==> src/rtl/ratchet_pkg.sv <==
package ratchet_pkg;

    // Default geometry of the datapath
    localparam int unsigned DELTA_W_DEF = 24;
    localparam int unsigned FRAC_W_DEF  = 16;
    localparam int unsigned SCALE_W_DEF = 12;
    localparam int unsigned ACC_W_DEF   = 32;
    localparam int unsigned AXIS_W_DEF  = 2;

    // Direction of one emitted step
    typedef enum logic {
        DIR_NEG = 1'b0,
        DIR_POS = 1'b1
    } step_dir_e;

    // Decision taken for one accepted update
    typedef struct packed {
        logic      fire;
        step_dir_e dir;
    } step_cmd_t;

    // Width that holds the sum of two signed operands without overflow
    function automatic int unsigned sum_width(input int unsigned a, input int unsigned b);
        return ((a > b) ? a : b) + 1;
    endfunction

    // Width of a signed-by-unsigned product (unsigned operand gains a sign bit)
    function automatic int unsigned prod_width(input int unsigned sw, input int unsigned uw);
        return sw + uw + 1;
    endfunction

endpackage

==> src/rtl/ratchet_gate.sv <==
module ratchet_gate
    import ratchet_pkg::*;
#(
    parameter int unsigned DELTA_W = DELTA_W_DEF,
    parameter int unsigned SCALE_W = SCALE_W_DEF,
    parameter int unsigned AXIS_W  = AXIS_W_DEF,
    localparam int unsigned PROD_W = prod_width(DELTA_W, SCALE_W)
) (
    input  logic                      valid_i,
    input  logic [AXIS_W-1:0]         axis_i,
    input  logic [AXIS_W-1:0]         sel_axis_i,
    input  logic signed [DELTA_W-1:0] delta_i,
    input  logic [SCALE_W-1:0]        scale_i,
    output logic                      accept_o,
    output logic signed [PROD_W-1:0]  product_o
);

    logic signed [PROD_W-1:0] delta_ext;
    logic signed [PROD_W-1:0] scale_ext;
    logic signed [PROD_W-1:0] raw_product;

    // Only the followed axis contributes
    assign accept_o = valid_i && (axis_i == sel_axis_i);

    // Sign-extend the increment, zero-extend the scale
    assign delta_ext = {{(PROD_W-DELTA_W){delta_i[DELTA_W-1]}}, delta_i};
    assign scale_ext = {{(PROD_W-SCALE_W){1'b0}}, scale_i};

    // The product fits PROD_W bits exactly
    assign raw_product = delta_ext * scale_ext;

    always_comb begin
        if (accept_o) begin
            product_o = raw_product;
        end else begin
            product_o = '0;
        end
    end

endmodule

==> src/rtl/ratchet_satadd.sv <==
module ratchet_satadd
    import ratchet_pkg::*;
#(
    parameter int unsigned ACC_W  = ACC_W_DEF,
    parameter int unsigned PROD_W = prod_width(DELTA_W_DEF, SCALE_W_DEF),
    localparam int unsigned SUM_W = sum_width(ACC_W, PROD_W)
) (
    input  logic signed [ACC_W-1:0]  acc_i,
    input  logic signed [PROD_W-1:0] addend_i,
    output logic signed [ACC_W-1:0]  sum_o
);

    // Limits of the accumulator expressed in the wide sum width
    localparam logic signed [SUM_W-1:0] LIM_HI =
        {{(SUM_W-ACC_W+1){1'b0}}, {(ACC_W-1){1'b1}}};
    localparam logic signed [SUM_W-1:0] LIM_LO = ~LIM_HI;

    logic signed [SUM_W-1:0] acc_wide;
    logic signed [SUM_W-1:0] add_wide;
    logic signed [SUM_W-1:0] full_sum;

    generate
        if (SUM_W > PROD_W) begin : g_ext_add
            assign add_wide = {{(SUM_W-PROD_W){addend_i[PROD_W-1]}}, addend_i};
        end else begin : g_same_add
            assign add_wide = addend_i;
        end
        if (SUM_W > ACC_W) begin : g_ext_acc
            assign acc_wide = {{(SUM_W-ACC_W){acc_i[ACC_W-1]}}, acc_i};
        end else begin : g_same_acc
            assign acc_wide = acc_i;
        end
    endgenerate

    assign full_sum = acc_wide + add_wide;

    // Clamp instead of wrapping
    always_comb begin
        if (full_sum > LIM_HI) begin
            sum_o = LIM_HI[ACC_W-1:0];
        end else if (full_sum < LIM_LO) begin
            sum_o = LIM_LO[ACC_W-1:0];
        end else begin
            sum_o = full_sum[ACC_W-1:0];
        end
    end

endmodule

==> src/rtl/ratchet_thresh.sv <==
module ratchet_thresh
    import ratchet_pkg::*;
#(
    parameter int unsigned ACC_W  = ACC_W_DEF,
    parameter int unsigned FRAC_W = FRAC_W_DEF
) (
    input  logic signed [ACC_W-1:0] total_i,
    output step_cmd_t               cmd_o,
    output logic signed [ACC_W-1:0] remain_o
);

    // One whole step in the fixed-point format
    localparam logic signed [ACC_W-1:0] STEP_ONE =
        {{(ACC_W-FRAC_W-1){1'b0}}, 1'b1, {FRAC_W{1'b0}}};
    localparam logic signed [ACC_W-1:0] STEP_NEG_ONE = -STEP_ONE;

    // Positive crossing is tested first; both cannot hold at once
    always_comb begin
        cmd_o    = '{fire: 1'b0, dir: DIR_NEG};
        remain_o = total_i;
        if (total_i >= STEP_ONE) begin
            cmd_o    = '{fire: 1'b1, dir: DIR_POS};
            remain_o = total_i - STEP_ONE;
        end else if (total_i <= STEP_NEG_ONE) begin
            cmd_o    = '{fire: 1'b1, dir: DIR_NEG};
            remain_o = total_i + STEP_ONE;
        end
    end

endmodule

==> src/rtl/ratchet_stepper.sv <==
module ratchet_stepper
    import ratchet_pkg::*;
#(
    parameter int unsigned DELTA_W = DELTA_W_DEF,
    parameter int unsigned FRAC_W  = FRAC_W_DEF,
    parameter int unsigned SCALE_W = SCALE_W_DEF,
    parameter int unsigned ACC_W   = ACC_W_DEF,
    parameter int unsigned AXIS_W  = AXIS_W_DEF
) (
    input  logic                      clk,
    input  logic                      rst,
    input  logic                      upd_valid_i,
    input  logic [AXIS_W-1:0]         upd_axis_i,
    input  logic signed [DELTA_W-1:0] upd_delta_i,
    input  logic [AXIS_W-1:0]         sel_axis_i,
    input  logic [SCALE_W-1:0]        scale_i,
    output logic                      step_o,
    output logic                      dir_o
);

    localparam int unsigned PROD_W = prod_width(DELTA_W, SCALE_W);

    logic                      accept;
    logic signed [PROD_W-1:0]  product;
    logic signed [ACC_W-1:0]   acc_q;
    logic signed [ACC_W-1:0]   sum_sat;
    logic signed [ACC_W-1:0]   remain;
    step_cmd_t                 cmd;
    logic                      step_q;
    step_dir_e                 dir_q;

    ratchet_gate #(
        .DELTA_W (DELTA_W),
        .SCALE_W (SCALE_W),
        .AXIS_W  (AXIS_W)
    ) u_gate (
        .valid_i    (upd_valid_i),
        .axis_i     (upd_axis_i),
        .sel_axis_i (sel_axis_i),
        .delta_i    (upd_delta_i),
        .scale_i    (scale_i),
        .accept_o   (accept),
        .product_o  (product)
    );

    ratchet_satadd #(
        .ACC_W  (ACC_W),
        .PROD_W (PROD_W)
    ) u_add (
        .acc_i    (acc_q),
        .addend_i (product),
        .sum_o    (sum_sat)
    );

    ratchet_thresh #(
        .ACC_W  (ACC_W),
        .FRAC_W (FRAC_W)
    ) u_thr (
        .total_i  (sum_sat),
        .cmd_o    (cmd),
        .remain_o (remain)
    );

    // Accumulator and step outputs move only on accepted updates
    always_ff @(posedge clk) begin
        if (rst) begin
            acc_q  <= '0;
            step_q <= 1'b0;
            dir_q  <= DIR_NEG;
        end else begin
            step_q <= 1'b0;
            if (accept) begin
                acc_q  <= remain;
                step_q <= cmd.fire;
                if (cmd.fire) begin
                    dir_q <= cmd.dir;
                end
            end
        end
    end

    assign step_o = step_q;
    assign dir_o  = (dir_q == DIR_POS);

endmodule

==> config.mk <==
export PLATFORM = sky130hd
export DESIGN_NAME = ratchet_stepper
export DESIGN_NICKNAME = d
export VERILOG_FILES = /design/src/rtl/ratchet_pkg.sv /design/src/rtl/ratchet_gate.sv /design/src/rtl/ratchet_satadd.sv /design/src/rtl/ratchet_thresh.sv /design/src/rtl/ratchet_stepper.sv
export SDC_FILE = /design/constraint.sdc
export NUM_CORES = 1
export LEC_CHECK = 0
export CAP_MARGIN = 20
export CORE_UTILIZATION = 30
export CTS_BUF_LIST = sky130_fd_sc_hd__clkbuf_8
export DETAILED_ROUTE_END_ITERATION = 10
export PLACE_DENSITY = 0.41
export SETUP_SLACK_MARGIN = 0.02
export SKIP_LAST_GASP = 1
export SYNTH_ARGS = -nofsm -noshare
export SYNTH_HDL_FRONTEND = slang
export SYNTH_HIERARCHICAL = 1
export SYNTH_SLANG_ARGS = --single-unit
==> constraint.sdc <==
create_clock -name clk -period 23 [get_ports clk]
set_input_delay 6.9 -clock clk [delete_from_list [all_inputs] [get_ports clk]]
set_output_delay 6.9 -clock clk [all_outputs]
set_load 0.02 [all_outputs]
==> qor.txt, run 1 <==
period utilization: 80.28%
Reg2Reg Setup Slack: 17140 ps
worst path required time: 23180 ps
syn avg cell area: 8.141 um2
antenna fix cells: 0
IO Pins: 45
WP data arrival: 18640 ps
All-Layer GR Usage: 18.40%
Final Wtd Congestion: 0.8899
Post-DP HPWL: 39840 um
Layout area overhead: 5.374%
most frequent cell after synthesis: inv_1
final hold vios: 0
initial core utilization: 30.44%
CTS tree: yes
synth unique cells: 81
Worst Hold End: acc_q[4]
WL/cell: 18.71 um
status: finished clean
post-route ant nets: 0
GRT Residual Overflow: 0
synthesis-stage register bit count: 34
RR Endpoint: acc_q[29]
Mapped Cells: 1922
H-tree levels: 2
Via density: 4.844
commonest register cell after synthesis: dfxtp_1
Clock Root Buffer: clkbuf_8
crit path launch type: input port
Worst Hold Class: flop to flop
cts bufs inserted: 5
largest net degree at the start of global routing: 45
Synth area leaders: fa_1 33%, ha_1 9.8%, inv_1 8.9%, and2_1 6.5%, nand2_1 4.8%
num rows: 83
synthesized area: 15650 um2
Port Buffers: 44
setup_tns: 0 ps
Commonest cells post-synth: 370 x inv_1, 259 x fa_1, 202 x nand2_1
post-synthesis sequential area ratio: 4.350%
first-pass GRT wire length: 76480 um
1st-pass router iterations: 4
largest stage delay on the critical path: 820 ps
EDFF count, synth: 0
DRC: 0
worst-margin pin slew: 995.4 ps
worst-path maximum fanout: 30
core area: 51410 um2
worst r2r path cells: 17
# nets final: 2296
hold path depth: 2
Final setup violation count: 0
total of max-cap violations: 0
fin crit period: 18460 ps
number of gates resized after CTS: 0
dominant cell type by area after synthesis: fa_1
cts hold-fix bufs: 0
hold wc startpoint: acc_q[4]
Ys Warns: 6
max frequency: 0.05416 GHz
CP Class: input port to flop
top cell type's share of synthesized area: 33.14%
die width: 230.4 um
via count: 12363
maximum root-to-sink buffer count: 2
initial antenna violation count: 0
Die Y: 230.4 um
Max Slew Vio Count: 0
layout cells sized above 1: 2.724%
clock skew: 5.011 ps
origin of the critical flop-to-flop path: acc_q[26]
unrepaired setup endpoints after global routing: false
Clock Latency Late Sink: 320 ps
crit end category: flop
asr flop ratio synth: 0%
Synth Net Count: 2347
Slew headroom: 33.43%
final WL: 47740 um
initial drt markers: 484
sinks on the clock net: 34
vias in the first global route: 13449
post-CTS setup buffers: 0
Clock transition at path regs: 80 ps
slowest CP cell: clkdlybuf4s50_1
Die ar.: 53070 um2
[layer usage]
metal,wire length [um],share of wire [%],global-route usage (%)
met5,0,0,0
met4,867,1.8,4.201
met3,588,1.2,0.6793
met2,23720,50,32.96
met1,22570,47,24.38
[cells by family after synthesis]
group	synth area share (%)
DFF	4.350
and+or+nand+nor	19.62
adders and majority gates	42.97
buffers and inverters	13.00
muxes	2.119
xor gates and xnor gates	4.422
AOI/OAI and AO/OA	13.51
[placed cells by master, fill, tap and decap left out, types with 11 or more instances in the layout]
cell type and n:
nand4_1 28, nor3_1 16, xnor2_1 53, o21ai_0 35, nand3_1 24, buf_4 11, o21a_1 32, mux2i_1 32
ha_1 123, a211oi_1 14, clkdlybuf4s50_1 43, nand2_1 202, fa_1 259, a21oi_1 87, inv_1 370, a21o_1 33
and2_1 163, nor2b_1 12, o21bai_1 11, dfxtp_1 34, nor2_1 104, xor2_1 26
[area by class of cell]
cell class,instances,area [um2]
fill,5530,34920
multi-input combinational,1403,12930
inverter,372,1396
tap,680,850.8
sequential,34,680.7
timing repair buffer,55,518.0
clock buffer,8,110.1
[registers in the layout (all words and copies together) (netlist names)]
register  cells
step_o        1
acc_q        32
dir_o         1
[through the flow]
step / setup slack [ps] / area [um2] / util, % / hold WS [ps] / cells
floorplan: 7281 / 15650 / - / 467.1 / 1922
global placement: 3988 / 16380 / 31.86 / 485.7 / 2544
detailed placement: 4132 / 16380 / 31.86 / 491.5 / 2544
CTS: 4450 / 16490 / 32.07 / 520.0 / 2552
global route: 3702 / 16490 / 32.07 / 554.7 / 2552
finish: 4536 / 16490 / 32.07 / 516.5 / 2552
[critical path, delay by kind of cell]
family / cells / cell delay, ps
compound gates: 12 / 3890
fa+ha+maj: 7 / 3410
simple gates: 8 / 2580
buf+inv: 6 / 1130
xor+xnor: 3 / 540
mux: 1 / 150
[worst max path at each step]
stage,depth (start not counted),endpoint,from
after floorplan,39,acc_q[19],upd_delta_i[23]
after detailed placement,41,acc_q[19],scale_i[3]
after global routing,37,acc_q[29],scale_i[3]
after global placement,42,acc_q[31],scale_i[3]
final,37,acc_q[29],scale_i[3]
after CTS,42,acc_q[31],scale_i[3]
Power of run 1 is not shown: default switching activity piles up to over one toggle a cycle in this logic, so the estimate is an artifact.
==> run 2, diff against run 1 <==
Clock period 23 ns to 17.3 ns, I/O delays scaled along.
==> run 2 against run 1 <==
  * Final cell count grew 0.74%
  * First-iteration DRC count grew 40%
  * Final area increased by 0.85%
  * Clock skew grew 1.2 ps
  * Non-clock buffer count is 21 higher
  * Register-to-register slack worse by 5500 ps
  * Global-route usage grew 0.36 points
  * Critical path depth is 4 higher
  * Die area unchanged
  * Count of clock-buffer cells in the layout shrank 2
  * Setup slack lost 3900 ps
  * Critical path type unchanged
  * Critical endpoint is now acc_q[25]
==> qor.txt, run 2 (synthesis results as in run 1) <==
WL/cell: 18.88 um (+0.95%)
final hold vios: 0 (unchanged)
Final setup violation count: 0 (unchanged)
Die ar.: 53070 um2 (unchanged)
H-tree levels: 2 (unchanged)
IO Pins: 45 (unchanged)
clock skew: 6.258 ps (+1.247 ps)
Final Wtd Congestion: 0.9172 (+3.1%)
CTS tree: yes
Clock Latency Late Sink: 310 ps (about the same)
WP data arrival: 16840 ps (-1800 ps)
Port Buffers: 44 (unchanged)
Worst Hold Class: flop to flop
period utilization: 96.27%
1st-pass router iterations: 5 (+1)
first-pass GRT wire length: 77910 um (+1.9%)
Clock transition at path regs: 80 ps (about the same)
Max Slew Vio Count: 0 (unchanged)
fin crit period: 16650 ps
Largest Register: acc_q
hold wc startpoint: acc_q[8]
All-Layer GR Usage: 18.76% (+0.36 points)
Layout area overhead: 6.270%
num rows: 83 (unchanged)
die width: 230.4 um (unchanged)
most frequent CP cell: inv_1
Slew headroom: 39.27% (+5.8 points)
DRC: 0 (unchanged)
vias in the first global route: 13540 (+0.68%)
worst-path maximum fanout: 30 (unchanged)
Die Y: 230.4 um (unchanged)
setup_tns: 0 ps (unchanged)
max frequency: 0.06004 GHz
initial drt markers: 676 (+40%)
status: finished clean
worst setup path startpoint: scale_i[4]
Post-DP HPWL: 41080 um (+3.1%)
origin of the critical flop-to-flop path: acc_q[26]
core area: 51410 um2 (unchanged)
antenna fix cells: 0 (unchanged)
Clock Root Buffer: clkbuf_8
Worst Hold End: acc_q[8]
slowest CP cell: clkdlybuf4s50_1
layout cells sized above 1: 3.649% (+0.92 points)
final WL: 48550 um (+1.7%)
Final Non-Filler Cells: 2571 (+0.74%)
dpl cells: 2565 (+0.83%)
worst-margin pin slew: 908.1 ps (-87.25 ps)
# nets final: 2317 (+0.91%)
crit path launch type: input port
hold path depth: 2 (unchanged)
sinks on the clock net: 34 (unchanged)
most frequent cells in the layout: 370 x inv_1, 259 x fa_1, 202 x nand2_1
cts hold-fix bufs: 0 (unchanged)
max reg flops: 32 (unchanged)
worst r2r path cells: 21 (+4)
GRT Residual Overflow: 0 (unchanged)
commonest non-fill, non-tap cell in the layout: inv_1
crit end category: flop
initial antenna violation count: 0 (unchanged)
RR Endpoint: acc_q[25]
Via density: 4.870 (+0.52%)
cts bufs inserted: 5 (unchanged)
largest net degree at the start of global routing: 44 (-2.2%)
total of max-cap violations: 0 (unchanged)
maximum root-to-sink buffer count: 2 (unchanged)
largest stage delay on the critical path: 1050 ps (+230 ps)
initial core utilization: 30.44% (unchanged)
post-route ant nets: 0 (unchanged)
via count: 12520 (+1.3%)
CP Class: input port to flop
Reg2Reg Setup Slack: 11600 ps (-5540 ps)
worst path required time: 17480 ps (-5700 ps)
unrepaired setup endpoints after global routing: false
## run 2: worst max-delay path, delay by kind of cell
kind	cells	cell delay (ps)
AOI/OAI and AO/OA	14	3900
adders and majority gates	8	3510
buffers and inverters	9	2380
and+or+nand+nor	7	1320
xor gates and xnor gates	2	360
muxes	1	140
## run 2: final cells by class
class / instances / area (um2)
timing repair buffer: 76 / 685.7
fill: 5595 / 34780
inverter: 372 / 1396
multi-input combinational: 1403 / 12930
tap: 680 / 850.8
sequential: 34 / 680.7
clock buffer: 6 / 82.58
## run 2: stage by stage
stage | util, % | hold WS (ps) | cell area, um2 | worst slack [ps]
after floorplan | - | 467.1 | 15650 | 3291
after global placement | 32.17 | 485.1 | 16540 | 244.9
after detailed placement | 32.17 | 495.2 | 16540 | 191.7
after CTS | 32.34 | 515.2 | 16620 | 484.6
after global routing | 32.35 | 539.9 | 16630 | 30.73
final | 32.35 | 507.6 | 16630 | 645.8
## run 2: metal layers
layer / GRT usage, % / share of wire, %
met1: 25.15 / 47
met2: 33.55 / 49
met3: 0.7164 / 2.0
met5: 0 / 0
met4: 3.601 / 1.3
## run 2: repair_timing
| action | CTS | global route |
|---|---|---|
| gates resized for setup | 0 | 2 |
| buffers inserted | 0 | 0 |
| setup endpoints to repair | 0 | 14 |
| endpoints found under the hold margin | 0 | 0 |
## run 2: worst max-delay path by stage
| stage | to | slack (ps) | depth (start not counted) |
|---|---|---|---|
| 6_report | acc_q[25] | 650 | 41 |
| 5_1_grt | acc_q[19] | 30 | 41 |
| 4_1_cts | acc_q[19] | 480 | 42 |
| 3_5_place_dp | acc_q[19] | 190 | 42 |
| 3_3_place_gp | acc_q[19] | 240 | 42 |
| 2_1_floorplan | acc_q[19] | 3290 | 39 |
Power of run 2 is left out for the same reason.
